## src/rtl/xts_pkg.sv

```systemverilog
package xts_pkg;
  // Loop offset encoding carried between the loop and the count splitter
  typedef enum logic [1:0] {
    OFS_ZERO = 2'b00,
    OFS_PLUS = 2'b01,
    OFS_MINUS = 2'b11
  } ofs_t;

  function automatic int ofs_value(input ofs_t o);
    case (o)
      OFS_PLUS:  return 1;
      OFS_MINUS: return -1;
      default:   return 0;
    endcase
  endfunction
endpackage

```

## src/rtl/xts_dither_lfsr.sv

```systemverilog
module xts_dither_lfsr #(
  parameter int LFSR_W = 16,
  parameter logic [LFSR_W-1:0] TAPS = 16'hB400,
  parameter logic [LFSR_W-1:0] SEED = 16'hACE1
) (
  input  logic clk,
  input  logic rst,
  input  logic step,
  output logic dith
);
  logic [LFSR_W-1:0] state;
  logic feed;

  assign feed = ^(state & TAPS);
  assign dith = state[0];

  always_ff @(posedge clk) begin
    if (rst) state <= SEED;
    else if (step) state <= {state[LFSR_W-2:0], feed};
  end
endmodule

```

## src/rtl/xts_shaping_loop.sv

```systemverilog
module xts_shaping_loop
  import xts_pkg::*;
#(
  parameter int INT_W = 6,
  parameter bit HAS_ORDER2 = 1'b1
) (
  input  logic clk,
  input  logic rst,
  input  logic step,
  input  logic odd,
  input  logic order2,
  input  logic dith,
  output ofs_t decision
);
  localparam int QW = INT_W + 3;
  localparam int MAXV = (1 << (INT_W - 1)) - 1;
  localparam int MINV = -(1 << (INT_W - 1));

  logic signed [INT_W-1:0] s1_q;
  logic signed [INT_W-1:0] s1_d;
  logic signed [INT_W-1:0] s2_q;
  logic signed [QW-1:0] quant;
  logic pick_plus;

  function automatic logic signed [INT_W-1:0] sat_add(
      input logic signed [INT_W-1:0] a, input logic signed [QW-1:0] b);
    logic signed [QW-1:0] s;
    s = QW'(a) + b;
    if (s > QW'(MAXV)) return INT_W'(MAXV);
    if (s < QW'(MINV)) return INT_W'(MINV);
    return s[INT_W-1:0];
  endfunction

  generate
    if (HAS_ORDER2) begin : g_two
      logic use2;
      assign use2 = order2;
      always_comb begin
        if (use2) quant = QW'(s2_q) + (QW'(s1_q) <<< 1);
        else      quant = QW'(s1_q);
      end
      always_ff @(posedge clk) begin
        if (rst) s2_q <= '0;
        else if (step && odd && use2) s2_q <= sat_add(s2_q, QW'(s1_d));
      end
    end else begin : g_one
      assign quant = QW'(s1_q);
      always_ff @(posedge clk) begin
        if (rst) s2_q <= '0;
      end
    end
  endgenerate

  assign pick_plus = (quant < 0) || ((quant == 0) && dith);
  assign decision = pick_plus ? OFS_PLUS : OFS_MINUS;
  assign s1_d = sat_add(s1_q, pick_plus ? QW'(1) : -QW'(1));

  always_ff @(posedge clk) begin
    if (rst) s1_q <= '0;
    else if (step && odd) s1_q <= s1_d;
  end
endmodule

```

## src/rtl/xts_count_split.sv

```systemverilog
module xts_count_split
  import xts_pkg::*;
#(
  parameter int N_ELEM = 16,
  parameter int LEVEL_W = 5,
  parameter int CNT_W = 7
) (
  input  logic [LEVEL_W-1:0] cur_level,
  input  logic [LEVEL_W-1:0] prev_level,
  input  logic [LEVEL_W-1:0] avg_count,
  input  ofs_t loop_ofs,
  output logic odd,
  output logic signed [CNT_W-1:0] total,
  output logic signed [CNT_W-1:0] up,
  output logic ok
);
  logic signed [CNT_W-1:0] cur_s, prev_s, avg_s, diff, keep, off_cnt, sum;

  assign cur_s  = $signed({2'b00, cur_level});
  assign prev_s = $signed({2'b00, prev_level});
  assign avg_s  = $signed({2'b00, avg_count});
  assign diff   = cur_s - prev_s;
  assign odd    = diff[0] ^ avg_count[0];

  always_comb begin
    total = avg_s;
    if (odd) begin
      if (loop_ofs == OFS_PLUS) total = avg_s + CNT_W'(1);
      else if (loop_ofs == OFS_MINUS) total = avg_s - CNT_W'(1);
    end
  end

  assign sum     = total + diff;
  assign up      = sum >>> 1;
  assign keep    = cur_s - up;
  assign off_cnt = CNT_W'(N_ELEM) - prev_s;
  assign ok = (total >= 0) && (up >= 0) && (up <= off_cnt) &&
              (keep >= 0) && (keep <= prev_s);
endmodule

```

## src/rtl/xcount_shaper.sv

```systemverilog
module xcount_shaper
  import xts_pkg::*;
#(
  parameter int N_ELEM = 16,
  parameter int LEVEL_W = $clog2(N_ELEM + 1),
  parameter int CNT_W = LEVEL_W + 2,
  parameter int INT_W = 6,
  parameter bit HAS_ORDER2 = 1'b1,
  parameter int LFSR_W = 16,
  parameter logic [LFSR_W-1:0] LFSR_TAPS = 16'hB400,
  parameter logic [LFSR_W-1:0] LFSR_SEED = 16'hACE1
) (
  input  logic clk,
  input  logic rst,
  input  logic order2,
  input  logic [LEVEL_W-1:0] avg_count,
  input  logic in_valid,
  output logic in_ready,
  input  logic [LEVEL_W-1:0] cur_level,
  input  logic [LEVEL_W-1:0] prev_level,
  output logic out_valid,
  input  logic out_ready,
  output logic signed [CNT_W-1:0] out_total,
  output logic signed [CNT_W-1:0] out_up,
  output logic out_ok
);
  logic take, odd, dith, ok_c;
  ofs_t ofs;
  logic signed [CNT_W-1:0] total_c, up_c;

  assign in_ready = !out_valid || out_ready;
  assign take = in_valid && in_ready;

  xts_dither_lfsr #(.LFSR_W(LFSR_W), .TAPS(LFSR_TAPS), .SEED(LFSR_SEED)) u_dith (
    .clk(clk), .rst(rst), .step(take), .dith(dith));

  xts_shaping_loop #(.INT_W(INT_W), .HAS_ORDER2(HAS_ORDER2)) u_loop (
    .clk(clk), .rst(rst), .step(take), .odd(odd), .order2(order2),
    .dith(dith), .decision(ofs));

  xts_count_split #(.N_ELEM(N_ELEM), .LEVEL_W(LEVEL_W), .CNT_W(CNT_W)) u_split (
    .cur_level(cur_level), .prev_level(prev_level), .avg_count(avg_count),
    .loop_ofs(ofs), .odd(odd), .total(total_c), .up(up_c), .ok(ok_c));

  always_ff @(posedge clk) begin
    if (rst) begin
      out_valid <= 1'b0;
      out_total <= '0;
      out_up    <= '0;
      out_ok    <= 1'b0;
    end else if (take) begin
      out_valid <= 1'b1;
      out_total <= total_c;
      out_up    <= up_c;
      out_ok    <= ok_c;
    end else if (out_ready) begin
      out_valid <= 1'b0;
    end
  end
endmodule

```

## config.mk

```make
export PLATFORM = sky130hd
export DESIGN_NAME = xcount_shaper
export DESIGN_NICKNAME = d
export VERILOG_FILES = /design/src/rtl/xts_pkg.sv /design/src/rtl/xts_dither_lfsr.sv /design/src/rtl/xts_shaping_loop.sv /design/src/rtl/xts_count_split.sv /design/src/rtl/xcount_shaper.sv
export SDC_FILE = /design/constraint.sdc
export NUM_CORES = 1
export LEC_CHECK = 0
export CAP_MARGIN = 30
export CORE_MARGIN = 2
export CORE_UTILIZATION = 41
export CTS_BUF_LIST = sky130_fd_sc_hd__clkbuf_4 sky130_fd_sc_hd__clkbuf_8
export DETAILED_ROUTE_END_ITERATION = 7
export SYNTH_ARGS = -nofsm -noshare
export SYNTH_HDL_FRONTEND = slang
export SYNTH_SLANG_ARGS = --single-unit
export TNS_END_PERCENT = 1
```

## constraint.sdc

```tcl
create_clock -name clk -period 5.4 [get_ports clk]
set_clock_uncertainty 0.05 [all_clocks]
set_input_delay 1.62 -clock clk [delete_from_list [all_inputs] [get_ports clk]]
set_output_delay 1.62 -clock clk [all_outputs]
set_load 0.05 [all_outputs]
```

Word-level counts from Yosys, hierarchy flattened:

Cells that the tools add are included.

* $lt $le $gt $ge: 10
* bitwise logic cells: 1
* add/subtract/negate cells: 9
* equality and inequality tests: 2
* reduce and logical (&&, ||, !) cells: 14
* mux-type cells: 26

Operators with widths (number)
* $mux 6: 8
* $logic_not 32->1: 1
* $mux 7: 3
* $gt 9x6->1 const B: 2
* $lt 9x6->1 const B: 2
* $mux 9: 2
* $reduce_xor 16->1: 1
* $ge 7x1->1 const B: 2
* $mux 1: 12
* $add 6x9->9: 1
* $lt 9x1->1 const B: 1
* $add 6x7->8: 1
* $logic_and 1x1->1: 8
* $add 6x6->7: 1
* $add 7x6->7: 1
* $le 7x6->1: 1
* $sub 6x6->7: 1
* $add 5x1->6 const B: 1
* $ge 6x1->1 const B: 1
* $le 6x6->1: 1
* $sub 5x1->6 const B: 1
* $sub 5x5->6: 1
* $sub 5x5->6 const A: 1
* $eq 2x1->1 const B: 1
* 6 further kinds: 7

* output and inout port bits: 17
* bits in registers: 43
* logic and storage cells: 69
* bits of input ports: 20

Logic depth before layout (Yosys ltp):

* word-level depth: 22
* gate-level depth with buffers: 26
* depth with buffers taken out: 26

Cells and area by module:

A second synthesis with hierarchy kept.

* cell total of the unflattened synthesis: 438
* area total of the unflattened synthesis: 3866.2 um^2

Modules (own cells, without submodules)
* xts_shaping_loop: times used 1, area an instance 1331.3 um^2, cells each 160
* xts_count_split: times used 1, area an instance 1168.6 um^2, cells each 149
* xcount_shaper: times used 1, area an instance 747.0 um^2, cells each 74
* xts_dither_lfsr: times used 1, area an instance 619.3 um^2, cells each 55

Least setup slack after synthesis:

No wires, ideal clock.

* kind: input to register
* from: in order2
* to: reg out_ok
* cell stages on the path: 23
* path slack: -170 ps
* data arrival time: 5403 ps
* buffers on the path: 1
* data required time: 5233 ps
* path through: buf_4 mux2i_1 o41a_1 nand2_1 o22ai_4 xnor2_1 o21ai_0 ha_1 a21o_1 a21o_1 xor2_1 inv_1 ha_1 nor2b_1 nor2_1 nor2_1 nor2_1 xnor2_1 ha_1 and3_1 a31oi_1 nor4_1 a32o_1

* cells in the longest elaborated chain, start to end: 15
* elaborated cells between the ends (all ways): 22

RTL lines
* from (decl): RTL line xcount_shaper.sv:15 `input logic order2,`
* $mux 9 *: RTL line xts_shaping_loop.sv:39 `if (use2) quant = QW'(s2_q) + (QW'(s1_q) <<< 1);`
* branches (longest 2 deep; another with $lt 9x1->1)
* $logic_or 1x1->1 *: RTL line xts_shaping_loop.sv:54 `assign pick_plus = (quant < 0) || ((quant == 0) && dith);`
* $mux 2 *: RTL line xts_shaping_loop.sv:55 `assign decision = pick_plus ? OFS_PLUS : OFS_MINUS;`
* $eq 2x2->1: RTL line xts_count_split.sv:29 `else if (loop_ofs == OFS_MINUS) total = avg_s - CNT_W'(1);`
* $mux 7: RTL line xts_count_split.sv:29
* $mux 7 *: RTL line xts_count_split.sv:28 `if (loop_ofs == OFS_PLUS) total = avg_s + CNT_W'(1);`
* $mux 7 *: RTL line xts_count_split.sv:27 `if (odd) begin`
* via total_c[1]: RTL line xcount_shaper.sv:29 `logic signed [CNT_W-1:0] total_c, up_c;`
* $add 7x6->7 *: RTL line xts_count_split.sv:33 `assign sum = total + diff;`
* via u_split.sum[3]: RTL line xts_count_split.sv:17 `logic signed [CNT_W-1:0] cur_s, prev_s, avg_s, diff, keep, off_cnt, sum;`
* branches (longest 4 deep; another with $sub 6x6->7)
* $logic_and 1x1->1 *: RTL line xts_count_split.sv:38 `(keep >= 0) && (keep <= prev_s);`
* to (signal assigned): RTL line xcount_shaper.sv:55 `out_ok <= ok_c;`
* to (decl): RTL line xcount_shaper.sv:25 `output logic out_ok`

Mark *: on every way through the listed nets, which the timed path passes.
A chain may end at the register's enable or synchronous reset.

Worst setup path after layout:

Ends and elaborated chain as after synthesis.

==> metrics.csv <==
metric,value,unit
grt_overflow,0,
syn-num-nets,507,
row_count,33,
syn_area,0.00348,mm^2
place_ws,-0.725,ns
yosysSeqAreaShare,0.247,
synthSimpleGateAreaFrac,0.183,
status,"finished, final reports clean",
yosys_warnings,0,
worst_slack,0.0687,ns
finalInstanceArea,0.00508,mm^2
synth_mux_area_frac,0.00863,
drc_errors,0,
initial_core_util,0.423,
dp.final_hpwl,7.24,mm
postCtsHoldBufs,0,
synth_cell_types,53,
setup_viol,0,
wl,9.71,mm
clkLatencyLatePin,0.30,ns
drt_iter0_drc,112,
avgViaCountPerCell,5.15,
instances_no_fill,660,
grt_pass1_wl,15.0,mm
gp_congestion,0.873,
grt_antenna_before_repair,0,
syn_inst,435,
synthAdderAreaFrac,0.200,
grt_pass1_vias,3233,
yosys_most_used_dff,dfxtp_1,
finalNetCount,626,
arrival,5.48,ns
rsz0062_at_grt,yes,
place_inst,637,
clk_pin_slew,0.10,ns
fp.dieH,96.1,um
irDropWorstVdd,0.282,mV
slew_headroom,0.530,
required,5.54,ns
powerDensity,633,mW/mm^2
ctsLongestPathBuffers,2,
drv_slew,0,
postRouteAntennaNets,0,
die_x,96.1,um
die_area,0.00924,mm^2
routedWlPerCell,14.7,um
finalCritPeriodShare,0.987,
maxCapViolCount,0,
vias,3401,
crit_type,in2reg,
setup.worst_path.end_class,register,
synth_seq_cells,43,
synth_edf_count,0,
clock_sinks,43,
ioPinCount,37,
cts_buffers,5,
hold_viol,0,
grt_max_degree,35,
hold_path.class,reg2reg,
cts_tree,yes,
synthXorXnorAreaFrac,0.0878,
cts_root_buffer,clkbuf_8,
synth_compound_area_frac,0.214,
dpl_cell_area,0.00453,mm^2
synthArstFlopShare,0,
fillerInstances,716,
detail_route.first_pass.iterations,4,
leakagePower,0.00230,uW
io_buffers,36,
antenna_cells,0,
cp_max_fo,5,
htreeDepth,2,
grt.total_usage,0.208,
critPathLaunchType,input port,
core_area,0.00822,mm^2
finalSetupTns,0,ns
drive_gt1_frac,0.305,
syn_to_final_growth,46.2,%
fmax,0.188,GHz
syn_avg_cell_area,8.00,um^2
power,3220,uW
synth_top_family_by_area,compound AO/OA/AOI/OAI gates,
tightest_slew,0.702,ns
fin_crit,5.33,ns
-- state kept, by name, summed over array words and instances (netlist names) --
register	cells
u_dith.state	16
u_loop.s2_q	6
out_ok	1
u_loop.s1_q	6
out_up	6
out_valid	1
out_total	7
-- cells in the final DEF, fill, tap and decap left out, types with 3 or more instances in the layout --
| cell | n |
|---|---|
| clkbuf_8 | 5 |
| nand2_2 | 3 |
| xor2_2 | 3 |
| inv_1 | 31 |
| nand2b_1 | 4 |
| buf_4 | 85 |
| a21oi_1 | 33 |
| fa_1 | 5 |
| dfxtp_1 | 42 |
| nor2_2 | 3 |
| nor2b_1 | 8 |
| o21a_1 | 5 |
| ha_4 | 7 |
| nor3_1 | 7 |
| a21oi_2 | 10 |
| a211oi_1 | 4 |
| xnor2_2 | 6 |
| buf_6 | 3 |
| nand4_1 | 3 |
| inv_2 | 4 |
| xor2_1 | 7 |
| o21ai_0 | 18 |
| nor2_1 | 27 |
| o21bai_1 | 3 |
| xnor2_1 | 16 |
| nand2_1 | 58 |
| o21ai_1 | 4 |
| ha_2 | 3 |
| nand3_1 | 11 |
| ha_1 | 36 |
| clkdlybuf4s50_1 | 32 |
| a21o_1 | 9 |
-- metrics by stage --
stage / hold WS (ns) / utilization
final: 0.399 / 0.619
after global routing: 0.421 / 0.619
after CTS: 0.401 / 0.576
after detailed placement: 0.396 / 0.551
after global placement: 0.390 / 0.551
after floorplan: 0.382 / -
-- power breakdown --
group	leakage, uW	internal [uW]	switching, uW	total (uW)
logic	0.00189	1320	1230	2550
clock network	0.0000581	138	123	261
registers	0.000355	362	47.0	409
total	0.00230	1820	1400	3220
-- final timing paths --
check,start,endpoint,depth (start not counted),slack (ns)
max,order2,out_ok$_SDFFE_PP0P_,24,0.07
max reg2reg,u_loop.s2_q[1]$_SDFFE_PP0P_,out_ok$_SDFFE_PP0P_,27,0.17
min,u_dith.state[1]$_SDFFE_PP0P_,u_dith.state[2]$_SDFFE_PP0P_,2,0.40
min reg2reg,u_dith.state[1]$_SDFFE_PP0P_,u_dith.state[2]$_SDFFE_PP0P_,2,0.40
-- metal layers --
layer / up-vias / share of wire / GRT usage
met5: - / 0 / 0
li1: 1742 / - / -
met1: 1600 / 0.46 / 0.272
met3: 10 / 0.026 / 0.0258
met4: 0 / 0.015 / 0.0607
met2: 49 / 0.50 / 0.357
-- critical path, cell delays in order --
cell	delay (ns)
buf_2	0.13
mux2i_1	0.19
o41a_1	0.25
nand2_4	0.09
buf_4	0.14
o221ai_2	0.22
o311ai_4	0.16
nand2_2	0.12
xnor2_2	0.13
ha_4	0.24
a21o_1	0.22
xor2_2	0.20
inv_2	0.06
ha_4	0.28
nor2b_4	0.13
nor2_1	0.05
nor2_2	0.12
nor2_2	0.04
xnor2_1	0.12
ha_1	0.35
and3_4	0.18
a31oi_4	0.16
nor4_2	0.06
a32o_1	0.21
-- layout make-up --
cell class	count	area, um^2	share of cell area
Tap cell	105	131	0.0258
Timing Repair Buffer	125	1050	0.207
Inverter	35	131	0.0258
Clock inverter	3	43.8	0.00861
Sequential cell	43	862	0.170
Clock buffer	5	68.8	0.0135
Multi-Input combinational cell	344	2800	0.550
-- kinds of logic after synthesis --
logic type	after synthesis
AND/OR/NAND/NOR	141
AO/OA/AOI/OAI	114
multiplexers	3
XOR/XNOR	34
buffers and inverters	48
adder cells (fa/ha/maj)	52
flip-flops	43
-- cell usage after synthesis, types with 2 or more instances --
| cell | count | area (um^2) |
|---|---|---|
| clkbuf_1 | 8 | 30.0 |
| a211oi_1 | 6 | 45.0 |
| buf_4 | 2 | 15.0 |
| fa_1 | 6 | 120 |
| o21ba_2 | 2 | 20.0 |
| o21a_1 | 5 | 37.5 |
| mux2i_1 | 3 | 30.0 |
| nor2_1 | 30 | 113 |
| nand2b_1 | 4 | 25.0 |
| a32o_1 | 2 | 20.0 |
| o211ai_1 | 2 | 15.0 |
| a21oi_1 | 43 | 215 |
| xor2_1 | 10 | 87.6 |
| dfxtp_1 | 43 | 861 |
| nor4_1 | 2 | 12.5 |
| a21o_1 | 9 | 67.6 |
| inv_1 | 35 | 131 |
| xnor2_1 | 23 | 201 |
| nand2_1 | 61 | 229 |
| nor3_1 | 9 | 45.0 |
| ha_1 | 46 | 576 |
| a31oi_1 | 3 | 18.8 |
| nand4_1 | 3 | 18.8 |
| and2_1 | 3 | 18.8 |
| nand3_1 | 11 | 55.1 |
| and3_1 | 3 | 18.8 |
| o21bai_1 | 4 | 30.0 |
| nor2b_1 | 10 | 62.6 |
| o21ai_0 | 23 | 115 |
-- repair_timing --
action,in CTS,in global routing
setup endpoints to repair,7,7
gates resized for setup,13,56
cloned,0,0
pin swaps,12,44
buffers inserted,3,12
Power figures use the tool's default switching activity.
